`src/rtl/sro_pkg.sv`:
```
package sro_pkg;
   // Choice of output stage for the serial pin model
   typedef enum logic {
      OUT_COMB = 1'b0,
      OUT_REG  = 1'b1
   } out_mode_e;
endpackage

```
`src/rtl/sro_sclk_fall.sv`:
```
module sro_sclk_fall #(
   parameter int unsigned SYNC_STAGES = 2
) (
   input  logic clk,
   input  logic rst_n,
   input  logic sclk_in,
   output logic fall
);
   logic cur;
   logic prev_q;

   generate
      if (SYNC_STAGES == 0) begin : g_nosync
         assign cur = sclk_in;
      end else begin : g_sync
         logic [SYNC_STAGES-1:0] stg_q;
         for (genvar i = 0; i < SYNC_STAGES; i++) begin : g_stage
            if (i == 0) begin : g_first
               always_ff @(posedge clk or negedge rst_n) begin
                  if (!rst_n) stg_q[0] <= 1'b0;
                  else        stg_q[0] <= sclk_in;
               end
            end else begin : g_next
               always_ff @(posedge clk or negedge rst_n) begin
                  if (!rst_n) stg_q[i] <= 1'b0;
                  else        stg_q[i] <= stg_q[i-1];
               end
            end
         end
         assign cur = stg_q[SYNC_STAGES-1];
      end
   endgenerate

   always_ff @(posedge clk or negedge rst_n) begin
      if (!rst_n) prev_q <= 1'b0;
      else        prev_q <= cur;
   end

   assign fall = prev_q & ~cur;


   fall_needs_high_chk: assert property (@(posedge clk) disable iff (!rst_n)
      fall |=> !fall);
endmodule

```
`src/rtl/sro_frame_shift.sv`:
```
module sro_frame_shift #(
   parameter int unsigned RES_W   = 14,
   parameter int unsigned FRAME_W = 16
) (
   input  logic               clk,
   input  logic               rst_n,
   input  logic               load,
   input  logic [RES_W-1:0]   result,
   input  logic               shift,
   output logic [FRAME_W-1:0] q
);
   localparam int unsigned PAD = FRAME_W - RES_W;

   logic [FRAME_W-1:0] load_val;

   always_comb load_val = (FRAME_W)'(result) << PAD;

   always_ff @(posedge clk or negedge rst_n) begin
      if (!rst_n)     q <= '0;
      else if (load)  q <= load_val;
      else if (shift) q <= {q[FRAME_W-2:0], 1'b0};
   end

   generate
      if (PAD > 0) begin : g_pad_chk

         pad_zero_chk: assert property (@(posedge clk) disable iff (!rst_n)
            load |=> (q[PAD-1:0] == '0));
      end
   endgenerate


   zero_fill_chk: assert property (@(posedge clk) disable iff (!rst_n)
      (shift && !load) |=> !q[0]);
endmodule

```
`src/rtl/sro_out_gate.sv`:
```
module sro_out_gate #(
   parameter sro_pkg::out_mode_e OUT_MODE = sro_pkg::OUT_REG
) (
   input  logic clk,
   input  logic rst_n,
   input  logic bit_in,
   input  logic read_en_n,
   input  logic chip_sel_n,
   output logic dout,
   output logic oe
);
   logic en;
   assign en = ~read_en_n & ~chip_sel_n;

   generate
      if (OUT_MODE == sro_pkg::OUT_REG) begin : g_reg
         always_ff @(posedge clk or negedge rst_n) begin
            if (!rst_n) begin
               oe   <= 1'b0;
               dout <= 1'b0;
            end else begin
               oe   <= en;
               dout <= en & bit_in;
            end
         end

         float_reg_chk: assert property (@(posedge clk) disable iff (!rst_n)
            (read_en_n || chip_sel_n) |=> (!oe && !dout));
      end else begin : g_comb
         assign oe   = en;
         assign dout = en & bit_in;

         float_comb_chk: assert property (@(posedge clk) disable iff (!rst_n)
            (read_en_n || chip_sel_n) |-> (!oe && !dout));
      end
   endgenerate
endmodule

```
`src/rtl/sro_serial_port.sv`:
```
module sro_serial_port #(
   parameter int unsigned        RES_W       = 14,
   parameter int unsigned        FRAME_W     = 16,
   parameter int unsigned        SYNC_STAGES = 2,
   parameter sro_pkg::out_mode_e OUT_MODE    = sro_pkg::OUT_REG
) (
   input  logic             clk,
   input  logic             rst_n,
   input  logic             conv_done,
   input  logic [RES_W-1:0] result,
   input  logic             sclk_in,
   input  logic             read_en_n,
   input  logic             chip_sel_n,
   output logic             ser_dout,
   output logic             ser_oe
);
   localparam int unsigned CNT_W = $clog2(FRAME_W + 1);

   generate
      if (RES_W < 1 || FRAME_W < RES_W || FRAME_W < 2) begin : g_bad_width
         $error("sro_serial_port: frame must be at least 2 bits and hold the result");
      end
      if (SYNC_STAGES > 4) begin : g_bad_sync
         $error("sro_serial_port: SYNC_STAGES above 4 is not supported");
      end
   endgenerate

   logic               fall;
   logic               shift;
   logic [FRAME_W-1:0] frame_q;

   sro_sclk_fall #(.SYNC_STAGES(SYNC_STAGES)) u_fall (
      .clk     (clk),
      .rst_n   (rst_n),
      .sclk_in (sclk_in),
      .fall    (fall)
   );

   assign shift = fall & ~read_en_n & ~chip_sel_n;

   sro_frame_shift #(.RES_W(RES_W), .FRAME_W(FRAME_W)) u_shift (
      .clk    (clk),
      .rst_n  (rst_n),
      .load   (conv_done),
      .result (result),
      .shift  (shift),
      .q      (frame_q)
   );

   sro_out_gate #(.OUT_MODE(OUT_MODE)) u_gate (
      .clk        (clk),
      .rst_n      (rst_n),
      .bit_in     (frame_q[FRAME_W-1]),
      .read_en_n  (read_en_n),
      .chip_sel_n (chip_sel_n),
      .dout       (ser_dout),
      .oe         (ser_oe)
   );

   // Checker state: qualified shifts since the last load, saturating
   logic [CNT_W-1:0] shifts_q;
   always_ff @(posedge clk or negedge rst_n) begin
      if (!rst_n)
         shifts_q <= CNT_W'(FRAME_W);
      else if (conv_done)
         shifts_q <= '0;
      else if (shift && shifts_q != CNT_W'(FRAME_W))
         shifts_q <= shifts_q + 1'b1;
   end


   drained_zero_chk: assert property (@(posedge clk) disable iff (!rst_n)
      (shifts_q == CNT_W'(FRAME_W)) |-> (frame_q == '0));


   read_hold_chk: assert property (@(posedge clk) disable iff (!rst_n)
      (!conv_done && read_en_n) |=> $stable(frame_q));


   sel_hold_chk: assert property (@(posedge clk) disable iff (!rst_n)
      (!conv_done && chip_sel_n) |=> $stable(frame_q));


   load_wins_chk: assert property (@(posedge clk) disable iff (!rst_n)
      conv_done |=> (frame_q[FRAME_W-1] == $past(result[RES_W-1])));
endmodule

```
`config.mk`:
```
export PLATFORM = sky130hd
export DESIGN_NAME = sro_serial_port
export DESIGN_NICKNAME = d
export VERILOG_FILES = /design/src/rtl/sro_pkg.sv /design/src/rtl/sro_sclk_fall.sv /design/src/rtl/sro_frame_shift.sv /design/src/rtl/sro_out_gate.sv /design/src/rtl/sro_serial_port.sv
export SDC_FILE = /design/constraint.sdc
export NUM_CORES = 1
export LEC_CHECK = 0
export BUFFER_PORTS_ARGS = -buffer_cell sky130_fd_sc_hd__buf_2
export CORE_MARGIN = 5
export CORE_UTILIZATION = 35
export CTS_BUF_LIST = sky130_fd_sc_hd__clkbuf_4 sky130_fd_sc_hd__clkbuf_8 sky130_fd_sc_hd__clkbuf_16
export DETAILED_ROUTE_END_ITERATION = 12
export PLACE_DENSITY = 0.65
export SETUP_SLACK_MARGIN = 0.2
export SLEW_MARGIN = 20
export SYNTH_ARGS = -nofsm -noshare
export SYNTH_HDL_FRONTEND = slang
export SYNTH_SLANG_ARGS = --single-unit
export TNS_END_PERCENT = 10
```
`constraint.sdc`:
```
create_clock -name clk -period 1.9 [get_ports clk]
set_clock_uncertainty 0.2 [all_clocks]
set_input_delay 0.38 -clock clk [delete_from_list [all_inputs] [get_ports clk]]
set_output_delay 0.38 -clock clk [all_outputs]
set_load 0.02 [all_outputs]
```
==> results.md <==
- Final Setup Violations: 0
- Buf/Inv on CP: 1
- Top delay family on crit path: flip-flops
- Core Box Area: 2191 um2
- I/O pin total: 22
- Min Tclk post-route: 1.547 ns
- Tcrit/Tclk final: 81.44%
- Layout cells sized above 1: between 20% and 30%
- Final Power: about 0.76 mW
- Mapped Cells: 68
- Number of global-route vias before repair: approximately 560
- Postcts setup bufs: 0
- CTS H-tree depth: 1
- Mapped Area: 790.8 um2
- Net Count, Synth: 88
- Footprint of the multi-input gates: 292.8 um2
- Sequential-to-total area share from yosys stat: around 60%
- Max Fanout on Critical Path: 14
- Peak supply drop: 442.0 uV
- Initial Utilization: 36.09%
- CTS Buf Count: 3
- Initial DRT Pass Iterations: 4
- Worst reg2reg path endpoint: u_shift.q[6]
- Die height: 57.53 um
- CP Depth: 4
- Dpl hpwl: 961.5 um
- Initial antenna violation count: 0
- Post-route DRC violation count: 0
- Fill count: 208
- Die area: 3310 um2
- Worst hold slack: 0.09192 ns
- Worst hold path type: input pin to flip-flop
- GRT Overall Usage: 8.866%
- Met3 Usage GRT: 2.715%
- Routed WL per cell: 11.39 um
- Max-slew headroom: between 70% and 80%
- Later-pin clock latency in the skew report: 0.28 ns
- Pwr Density: 776.6 nW/um2
- Max frequency: 0.6462 GHz
- Die width: around 58 um
- Crit-path max cell delay: 0.42 ns
- Floorplan row count: 17
- GR Overflow Total: 0
- # nets final: 113
- Maximum clock path buffer count: 2
- Largest net degree at the start of global routing: 29
- Reg area: 475.5 um2
- CP startpoint kind: flip-flop
- Total wire length: 1.367 mm
- Final instance area: 978.4 um2
- Root buf cell: clkbuf_4
- Placed Area: 928.4 um2
- Crit path kind: flip-flop to flip-flop
- CTS tree: built
- Initial drt markers: 9
- Setup Total Neg Slack: 0 ns
- Slew Limit Fails: 0
- Met2 global-route usage: between 10% and 20%
- Unique cell type count in the Yosys netlist: 11
- Reg2Reg Setup Slack: 0.35 ns
- First-pass GRT wire length: about 2.3 mm
- Register-to-Register Path Depth: 4
- GR met1 Demand/Resource: 11.73%
- Clk sinks: 19
- Synth Register Bits: 19
- ANT cells: 0
- Critical path endpoint category: flip-flop
- Slowest CP cell: dfrtp_1
- Yosys warns: 0
- Post-DRT Antenna Nets: 0
- GPL Wtd Cong: 0.6468
- PnR worst setup slack: 0.3526 ns
- RSZ-0062 raised after global routing: no
- Crit. Startpoint: u_fall.cur
- Vias/cell: about 4.5
- R2R Path Start: u_fall.cur
- Status: complete, no violations
- Crit path cell chain: nor4b_4 -> buf_12 -> mux2i_1 -> o21ai_0
- Layout area overhead: 23.73%
- Final Hold Vio Count: 0
- Worst-Margin Slew: 0.4205 ns
- Crit path capture: u_shift.q[6]
- IO Port Bufs: 21
- CP required: 1.86 ns
- Max-Cap Viols: 0
- Clk pin slew, worst setup/hold paths: around 0.11 ns
- Grt peak-use layer: met2
- Post-cts resize count: 0
- Average size of a mapped cell: 11.63 um2
- DP Worst Slack: 0.2698 ns
- Critical Path AT: 1.51 ns
- Static leakage: 0.4417 nW
- Via count: around 540
[worst register-to-register path: stages, from the launching register on]
cell and delay, ns:
dfrtp_1 0.42, nor4b_4 0.33, buf_12 0.20, mux2i_1 0.19, o21ai_0 0.09
[layer usage]
metal | wire length (um) | up-vias | share of wire, %
li1 | - | 283 | -
met1 | 669 | 244 | 49
met2 | 581 | 15 | 43
met3 | 94 | 2 | 6.9
met4 | 22 | 0 | 1.6
met5 | 0 | - | 0
[registers in the layout, indices dropped and copies added, names as in the netlist]
name	count
u_fall.g_sync.stg_q	1
u_gate.oe	1
u_fall.prev_q	1
u_fall.cur	1
u_gate.dout	1
u_shift.q	14
[cells in the final DEF (no fill, tap or decap)]
cell           synthesis  final
o21ai_0                5      5
dfrtp_1               19     19
nand2_1               14     14
mux2i_1               13     13
and2_1                 1      1
o21ai_1                9      9
dlygate4sd3_1          0      2
buf_12                 0      1
nor4b_4                1      1
nand2b_1               1      1
clkbuf_4               0      4
nor2_1                 1      1
buf_2                  0     21
[cells in the mapped netlist (all sizes together)]
master | instances | share of area (%)
mux2i | 13 | 16
nand2b | 1 | 0.79
dfrtp | 19 | 60
nand2 | 14 | 6.6
o21ai | 14 | 8.9
nor2 | 1 | 0.47
clkbuf | 3 | 1.4
and2 | 1 | 0.79
buf | 1 | 1.4
nor4b | 1 | 3.0
[where the power goes]
group / total [mW] / internal [mW] / switching [mW]
sequential: 0.454 / 0.438 / 0.0164
clock: 0.214 / 0.0957 / 0.118
combinational: 0.0922 / 0.0457 / 0.0465
total: 0.760 / 0.579 / 0.181
[cell type report]
cell class	count	area share, %
clock buffer	4	3.069
multi-input combinational	45	29.92
sequential	19	48.59
tap	28	3.581
timing repair buffer	24	14.83
[cell families (layout without fill, tap and decap cells)]
group / count (synthesis) / after routing / synth area share [%]
AO/OA/AOI/OAI: 14 / 14 / 8.860
buffers and inverters: 4 / 28 / 2.848
flip-flops: 19 / 19 / 60.13
multiplexers: 13 / 13 / 16.46
AND/OR/NAND/NOR: 18 / 18 / 11.71
[stage by stage]
stage | util, % | cells
after floorplan | - | 68
after global placement | 42.38 | 114
after detailed placement | 42.38 | 114
after CTS | 44.66 | 120
after global routing | 44.66 | 120
final | 44.66 | 120
[worst min path at each step]
stage	slack, ns	startpoint	cells after the start	end
2_1_floorplan	-0.12	rst_n	0	u_fall.cur
5_1_grt	0.07	chip_sel_n	2	u_gate.oe
4_1_cts	0.09	read_en_n	2	u_gate.oe
6_report	0.09	chip_sel_n	2	u_gate.oe
3_5_place_dp	0.14	rst_n	1	u_gate.oe
3_3_place_gp	0.13	u_fall.g_sync.stg_q[0]	0	u_fall.cur
[timing repair]
action | in CTS | in global routing
hold endpoints to repair | 20 | 0
hold buffers | 2 | 0
setup endpoints to repair | 0 | 0
(Power assumes the default switching activity.)
